--- src/rtl/fcs_pkg.sv ---
`timescale 1ns/1ps
package fcs_pkg;
    // control word bit positions
    localparam int CB_GO   = 15;
    localparam int CB_PROT = 8;
    localparam int CB_SUSP = 2;
    localparam int CB_SER  = 1;
    localparam int CB_WPG  = 0;

    localparam logic [2:0] SEL_CTL = 3'd0;
    localparam logic [2:0] SEL_ALO = 3'd1;
    localparam logic [2:0] SEL_AHI = 3'd2;
    localparam logic [2:0] SEL_DLO = 3'd3;
    localparam logic [2:0] SEL_DHI = 3'd4;

    typedef enum logic [2:0] {
        ST_IDLE, ST_PROG, ST_PROT, ST_ERASE, ST_ESUSP, ST_SPROG
    } fsm_e;

    typedef enum logic [2:0] {
        VD_STORE, VD_IGNORE, VD_PROG, VD_ERASE, VD_PROT,
        VD_SUSPEND, VD_RESUME, VD_REJECT
    } verdict_e;
endpackage

--- src/rtl/fcs_cmd_decode.sv ---
`timescale 1ns/1ps
module fcs_cmd_decode
    import fcs_pkg::*;
(
    input  logic     go,
    input  logic     susp,
    input  logic     ser,
    input  logic     wpg,
    input  logic     prw,
    input  fsm_e     state,
    input  logic     addr_ok,
    output verdict_e verdict
);
    logic [1:0] nops;

    always_comb begin
        nops    = {1'b0, wpg} + {1'b0, ser} + {1'b0, prw};
        verdict = VD_STORE;
        case (state)
            ST_ERASE: verdict = susp ? VD_SUSPEND : VD_IGNORE;
            ST_PROG, ST_PROT, ST_SPROG: verdict = VD_IGNORE;
            ST_ESUSP: begin
                if (go) begin
                    verdict = (!susp && wpg && !ser && !prw && addr_ok) ? VD_PROG : VD_REJECT;
                end else if (ser && !susp && !wpg && !prw) begin
                    verdict = VD_RESUME;
                end
            end
            default: begin
                if (go) begin
                    if (susp || nops != 2'd1 || ((wpg || ser) && !addr_ok)) verdict = VD_REJECT;
                    else if (wpg) verdict = VD_PROG;
                    else if (ser) verdict = VD_ERASE;
                    else          verdict = VD_PROT;
                end
            end
        endcase
    end
endmodule

--- src/rtl/fcs_flash_model.sv ---
`timescale 1ns/1ps
module fcs_flash_model #(
    parameter int SECT_W     = 3,
    parameter int SECT_NUM_W = 2,
    parameter int DW         = 32
) (
    input  logic                         clk,
    input  logic                         rst_n,
    input  logic                         pgm_en,
    input  logic [SECT_W+SECT_NUM_W-1:0] pgm_idx,
    input  logic [DW-1:0]                pgm_data,
    input  logic                         ers_en,
    input  logic [SECT_NUM_W-1:0]        ers_sect,
    input  logic [SECT_W+SECT_NUM_W-1:0] rd_idx,
    output logic [DW-1:0]                rd_data
);
    localparam int IDX_W = SECT_W + SECT_NUM_W;
    localparam int WORDS = 1 << IDX_W;

    logic [DW-1:0] mem_q [WORDS];
    logic [DW-1:0] mem_d [WORDS];

    always_comb begin
        for (int i = 0; i < WORDS; i++) begin
            mem_d[i] = mem_q[i];
            if (ers_en && ((i >> SECT_W) == int'(ers_sect))) mem_d[i] = '1;
        end
        // programming only clears bits
        if (pgm_en) mem_d[pgm_idx] = mem_q[pgm_idx] & pgm_data;
    end

    always_ff @(posedge clk) begin
        for (int i = 0; i < WORDS; i++) begin
            if (!rst_n) mem_q[i] <= '1;
            else        mem_q[i] <= mem_d[i];
        end
    end

    assign rd_data = mem_q[rd_idx];
endmodule

--- src/rtl/fcs_sequencer.sv ---
`timescale 1ns/1ps
module fcs_sequencer
    import fcs_pkg::*;
#(
    parameter int SECT_W     = 3,
    parameter int SECT_NUM_W = 2,
    parameter int PROG_CYC   = 4,
    parameter int ERASE_CYC  = 24
) (
    input  logic                         clk,
    input  logic                         rst_n,
    input  logic                         reg_we,
    input  logic [2:0]                   reg_sel,
    input  logic [15:0]                  reg_wdata,
    input  logic [SECT_W+SECT_NUM_W-1:0] rd_addr,
    output logic [31:0]                  rd_data,
    output logic [31:0]                  prot_word,
    output logic [15:0]                  ctl_o,
    output logic                         busy,
    output logic                         suspended,
    output logic                         err
);
    localparam int IDX_W   = SECT_W + SECT_NUM_W;
    localparam int MAX_CYC = (ERASE_CYC > PROG_CYC) ? ERASE_CYC : PROG_CYC;
    localparam int CNT_W   = $clog2(MAX_CYC + 1);

    typedef struct packed {
        fsm_e                  st;
        logic [15:0]           ctl;
        logic [15:0]           alo;
        logic [15:0]           ahi;
        logic [15:0]           dlo;
        logic [15:0]           dhi;
        logic [CNT_W-1:0]      pcnt;
        logic [CNT_W-1:0]      eleft;
        logic [SECT_NUM_W-1:0] esect;
        logic [31:0]           prot;
        logic                  err;
    } regs_t;

    regs_t    q, n;
    verdict_e verdict;
    logic     ctl_we, addr_ok, pgm_en, ers_en;
    logic     erasing;
    logic [CNT_W-1:0] eleft_mon;
    logic [15:0]      alo_mon;

    assign addr_ok = (q.ahi == '0) && (q.alo[15:IDX_W] == '0);
    assign ctl_we  = reg_we && (reg_sel == SEL_CTL);

    fcs_cmd_decode u_dec (
        .go     (reg_wdata[CB_GO]),
        .susp   (reg_wdata[CB_SUSP]),
        .ser    (reg_wdata[CB_SER]),
        .wpg    (reg_wdata[CB_WPG]),
        .prw    (reg_wdata[CB_PROT]),
        .state  (q.st),
        .addr_ok(addr_ok),
        .verdict(verdict)
    );

    always_comb begin
        n      = q;
        pgm_en = 1'b0;
        ers_en = 1'b0;

        if (reg_we && !busy) begin
            case (reg_sel)
                SEL_ALO: n.alo = reg_wdata;
                SEL_AHI: n.ahi = reg_wdata;
                SEL_DLO: n.dlo = reg_wdata;
                SEL_DHI: n.dhi = reg_wdata;
                default: ;
            endcase
        end

        case (q.st)
            ST_PROG, ST_SPROG, ST_PROT: begin
                if (q.pcnt == CNT_W'(1)) begin
                    if (q.st == ST_PROT) n.prot = q.prot & {q.dhi, q.dlo};
                    else                 pgm_en = 1'b1;
                    n.st        = (q.st == ST_SPROG) ? ST_ESUSP : ST_IDLE;
                    n.ctl[CB_GO] = 1'b0;
                end else begin
                    n.pcnt = q.pcnt - CNT_W'(1);
                end
            end
            ST_ERASE: begin
                if (q.eleft == CNT_W'(1)) begin
                    ers_en       = 1'b1;
                    n.st         = ST_IDLE;
                    n.ctl[CB_GO] = 1'b0;
                end else begin
                    // the cycle that carries a suspend still counts as erase work
                    n.eleft = q.eleft - CNT_W'(1);
                    if (ctl_we && verdict == VD_SUSPEND) begin
                        n.st             = ST_ESUSP;
                        n.ctl            = reg_wdata;
                        n.ctl[CB_GO]     = 1'b0;
                    end
                end
            end
            default: ;
        endcase

        if (ctl_we) begin
            case (verdict)
                VD_STORE: n.ctl = reg_wdata;
                VD_PROG: begin
                    n.ctl  = reg_wdata;
                    n.st   = (q.st == ST_ESUSP) ? ST_SPROG : ST_PROG;
                    n.pcnt = CNT_W'(PROG_CYC);
                    n.err  = 1'b0;
                end
                VD_PROT: begin
                    n.ctl  = reg_wdata;
                    n.st   = ST_PROT;
                    n.pcnt = CNT_W'(PROG_CYC);
                    n.err  = 1'b0;
                end
                VD_ERASE: begin
                    n.ctl   = reg_wdata;
                    n.st    = ST_ERASE;
                    n.eleft = CNT_W'(ERASE_CYC);
                    n.esect = q.alo[IDX_W-1:SECT_W];
                    n.err   = 1'b0;
                end
                VD_RESUME: begin
                    n.ctl = reg_wdata;
                    n.st  = ST_ERASE;
                    n.err = 1'b0;
                end
                VD_REJECT: begin
                    n.ctl        = reg_wdata;
                    n.ctl[CB_GO] = 1'b0;
                    n.err        = 1'b1;
                end
                default: ;
            endcase
        end
    end

    always_ff @(posedge clk) begin
        if (!rst_n) begin
            q      <= '0;
            q.st   <= ST_IDLE;
            q.prot <= '1;
        end else begin
            q <= n;
        end
    end

    fcs_flash_model #(
        .SECT_W    (SECT_W),
        .SECT_NUM_W(SECT_NUM_W),
        .DW        (32)
    ) u_array (
        .clk     (clk),
        .rst_n   (rst_n),
        .pgm_en  (pgm_en),
        .pgm_idx (q.alo[IDX_W-1:0]),
        .pgm_data({q.dhi, q.dlo}),
        .ers_en  (ers_en),
        .ers_sect(q.esect),
        .rd_idx  (rd_addr),
        .rd_data (rd_data)
    );

    assign busy      = (q.st == ST_PROG) || (q.st == ST_PROT) ||
                       (q.st == ST_ERASE) || (q.st == ST_SPROG);
    assign suspended = (q.st == ST_ESUSP) || (q.st == ST_SPROG);
    assign err       = q.err;
    assign ctl_o     = q.ctl;
    assign prot_word = q.prot;
    assign erasing   = (q.st == ST_ERASE);
    assign eleft_mon = q.eleft;
    assign alo_mon   = q.alo;
endmodule

--- config.mk ---
export PLATFORM = sky130hd
export DESIGN_NAME = fcs_sequencer
export DESIGN_NICKNAME = d
export VERILOG_FILES = /design/src/rtl/fcs_pkg.sv /design/src/rtl/fcs_cmd_decode.sv /design/src/rtl/fcs_flash_model.sv /design/src/rtl/fcs_sequencer.sv
export SDC_FILE = /design/constraint.sdc
export NUM_CORES = 2
export LEC_CHECK = 0
export BUFFER_PORTS_ARGS = -buffer_cell sky130_fd_sc_hd__buf_4
export CORE_MARGIN = 2
export CORE_UTILIZATION = 40
export CTS_BUF_LIST = sky130_fd_sc_hd__clkbuf_8 sky130_fd_sc_hd__clkbuf_16
export DETAILED_ROUTE_END_ITERATION = 10
export PLACE_DENSITY = 0.56
export SYNTH_ARGS = -nofsm -noshare
export SYNTH_HDL_FRONTEND = slang
export SYNTH_HIERARCHICAL = 1
export SYNTH_SLANG_ARGS = --single-unit
--- constraint.sdc ---
create_clock -name clk -period 6.6 [get_ports clk]
set_input_delay 0.66 -clock clk [delete_from_list [all_inputs] [get_ports clk]]
set_output_delay 0.66 -clock clk [all_outputs]
set_load 0.01 [all_outputs]
==> impl_results.md <==
- Commonest cells after routing, fill and taps aside: dfxtp_1 (1149), nor2_1 (1123), nand2_1 (1054)
- Clock Skew: 20.0 ps
- Worst setup margin: 2280 ps
- Netlist cell types: 65
- Starting density of the core: 40.2%
- CTS root buf: clkbuf_16
- Vias in the first global route: 51.4k
- Total Routing Usage GR: 27.8%
- PwrDens: 223 mW/mm2
- Dpl ws: 2420 ps
- Combinational share of power: 6.0%
- Outcome: completed
- Slew Limit Fails: 0
- Tmin final: 4320 ps
- Mapped Nets: 6940
- Critical-path cell list: or4_2 > buf_4 > o22ai_1 > or4_1 > nor2_4 > o221ai_1
- IO Port Bufs: 109
- Setup TNS: 0 ps
- Post-layout util: 43.4%
- RSZ-0062 raised after global routing: no
- # nets final: 6427
- Die Area: 0.164 mm2
- Clock Power Share: 49.0%
- Cell Area, Synth: 0.0644 mm2
- CP max stage cell: dfxtp_1
- First-pass GRT wire length: 347 mm
- Slew @ Worst Pin: 1400 ps
- Largest net degree at the start of global routing: 193
- Worst slew margin: 6.47%
- Longest Clk Path Bufs: 3
- Total CTS buffers: 137
- Peak supply drop: 0.233 mV
- Slowest stage delay, CP: 1020 ps
- DRC Markers: 0
- Die width: 405 um
- Post-cts sizing count: 0
- Fmax: 232 MHz
- Most Crowded Layer GR: met2
- Initial antenna violation count: 7
- DRT iter0 DRCs: 6593
- P_sw: 3.92 mW
- Flop pwr share: 45.0%
- Core box area: 0.160 mm2
- Final setup fails: 0
- Via count: 55.6k
- Setup Crit Path Kind: reg2reg
- Post-route ant nets: 0
- Net Sw Frac: 25.2%
- Endpoint class of the critical path: flip-flop
- Worst Path Required: 7200 ps
- Final WL: 236 mm
- Arrival @ worst endpoint: 4910 ps
- Post-DP HPWL: 132 mm
- Rows: 147
- P&R area growth vs syn: 8.00%
- Via density: 6.42
- Most common cell after layout, fill and taps aside: dfxtp_1
- CP startpoint kind: flip-flop
- Share of post-route cells with drive strength above 1: 17.1%
- Number of synthesized register bits: 1152
- GR Overflow Total: 0
- # H-tree levels: 4
- Met1 Use GR: 38.9%
- M3 GR Usage: 4.65%
- Final critical-path share of the clock period: 65.4%
- Clock Latency Late Sink: 790 ps
- Leakage: 21.9 nW
- Die H: 405 um
- Pint: 11.6 mW
- GPL Wtd Cong: 0.838
- Post-Synthesis Cells: 6908
- Avg Synthesized Cell Area: 9.32 um2
- CTS Hold Bufs: 0
- Max-cap violations: 0
- Post-synth top flop: dfxtp_1
- CTS clk-pin slew, worst paths: 60 ps
- Drt pass-1 iters: 6
- Post-synth EDFFs: 0
- Ports: 110
- Post-CTS Setup Inserts: 0
- CTS tree: yes
- Synth Warn #: 6
- Worst-path fanout max: 32
- Met2 Use GR: 43.1%
- Final hold violations: 0
- Sequential area share after synthesis: 35.8%
- Drt wl/cell: 27.2 um
- Hold crit path type: in2reg
- Clock sinks: 1152
- Fraction of registers with async set/reset: 0%
cell families after synthesis:
| kind of cell | after synthesis | synth area share (%) |
|---|---|---|
| AND/OR/NAND/NOR | 2428 | 15.8 |
| AO/OA/AOI/OAI | 1464 | 20.7 |
| flip-flops | 1152 | 35.8 |
| multiplexers | 934 | 20.1 |
| buffers and inverters | 922 | 7.38 |
| adder cells (fa/ha/maj) | 5 | 0.109 |
| XOR/XNOR | 3 | 0.0408 |
through the flow:
stage | total power, mW | instances | hold slack [ps] | area (um2)
2_1_floorplan | 7.87 | 6908 | 440 | 64400
3_3_place_gp | 8.05 | 8416 | 452 | 65000
3_5_place_dp | 8.06 | 8416 | 454 | 65000
4_1_cts | 15.6 | 8657 | 122 | 69500
5_1_grt | 15.9 | 8657 | 162 | 69500
6_report | 15.5 | 8658 | 177 | 69500
worst max-delay path: cells and delay by family (launching register included):
kind	cells	cell delay, ps
flip-flops	1	1020
buffers and inverters	1	370
AO/OA/AOI/OAI	2	320
AND/OR/NAND/NOR	3	2370
registers in the layout, summed over array words and instances, names as in the netlist:
register / count
alo_mon: 16
eleft_mon: 5
prot_word: 32
ctl_o: 16
q: 58
u_array/mem_q: 1024
err: 1
power by group through the flow:
stage / registers [mW] / clock network (mW) / logic [mW]
after floorplan: 7.13 / 0 / 0.739
after global placement: 7.14 / 0 / 0.911
after detailed placement: 7.14 / 0 / 0.915
after CTS: 6.99 / 7.71 / 0.915
after global routing: 6.99 / 7.97 / 0.969
final: 6.99 / 7.60 / 0.928
area by class of cell:
type	count	area, um2
Timing Repair Buffer	254	2300
Antenna cell	1	2.50
Inverter	16	60.1
Clock buffer	169	3890
Clock inverter	72	582
Multi-Input combinational cell	4834	36900
Sequential cell	1152	23100
Fill cell	15200	90700
Tap cell	2160	2700
synth_stat cells (11+ instances only):
library cell	count	area (um2)
buf_6	119	1340
nor3_1	24	120
mux2i_1	646	6470
buf_1	15	56.3
a21oi_1	11	55.1
a31oi_1	19	119
or4_1	32	240
dfxtp_1	1152	23100
or4_4	32	360
clkbuf_1	580	2180
o22ai_1	257	1610
o21ai_0	38	190
nor2_1	1138	4270
nor2_2	16	100
o221ai_2	235	3530
inv_1	14	52.6
a21boi_0	18	135
nand2_1	1054	3960
nor2_4	32	360
mux4_2	288	6490
o21a_1	59	443
and3_1	18	113
buf_2	128	641
o221ai_1	773	6770
buf_4	61	458
a22oi_1	32	240
worst paths after layout:
path	slack, ps	from	cells after the start	endpoint
setup / recovery	2280	alo_mon[2]	6	u_array/mem_q[2][0]
hold / removal	180	reg_wdata[14]	3	q[91]
setup reg to reg	2280	alo_mon[2]	6	u_array/mem_q[2][0]
hold reg to reg	470	prot_word[30]	2	prot_word[30]
per-layer routing:
layer / part of all wire [%] / up-vias
met5: 0.0021 / -
met4: 3.6 / 2
met3: 8.6 / 456
met2: 45 / 2737
met1: 43 / 27700
li1: - / 24700
Note: power is estimated with default switching activity, not from simulation.
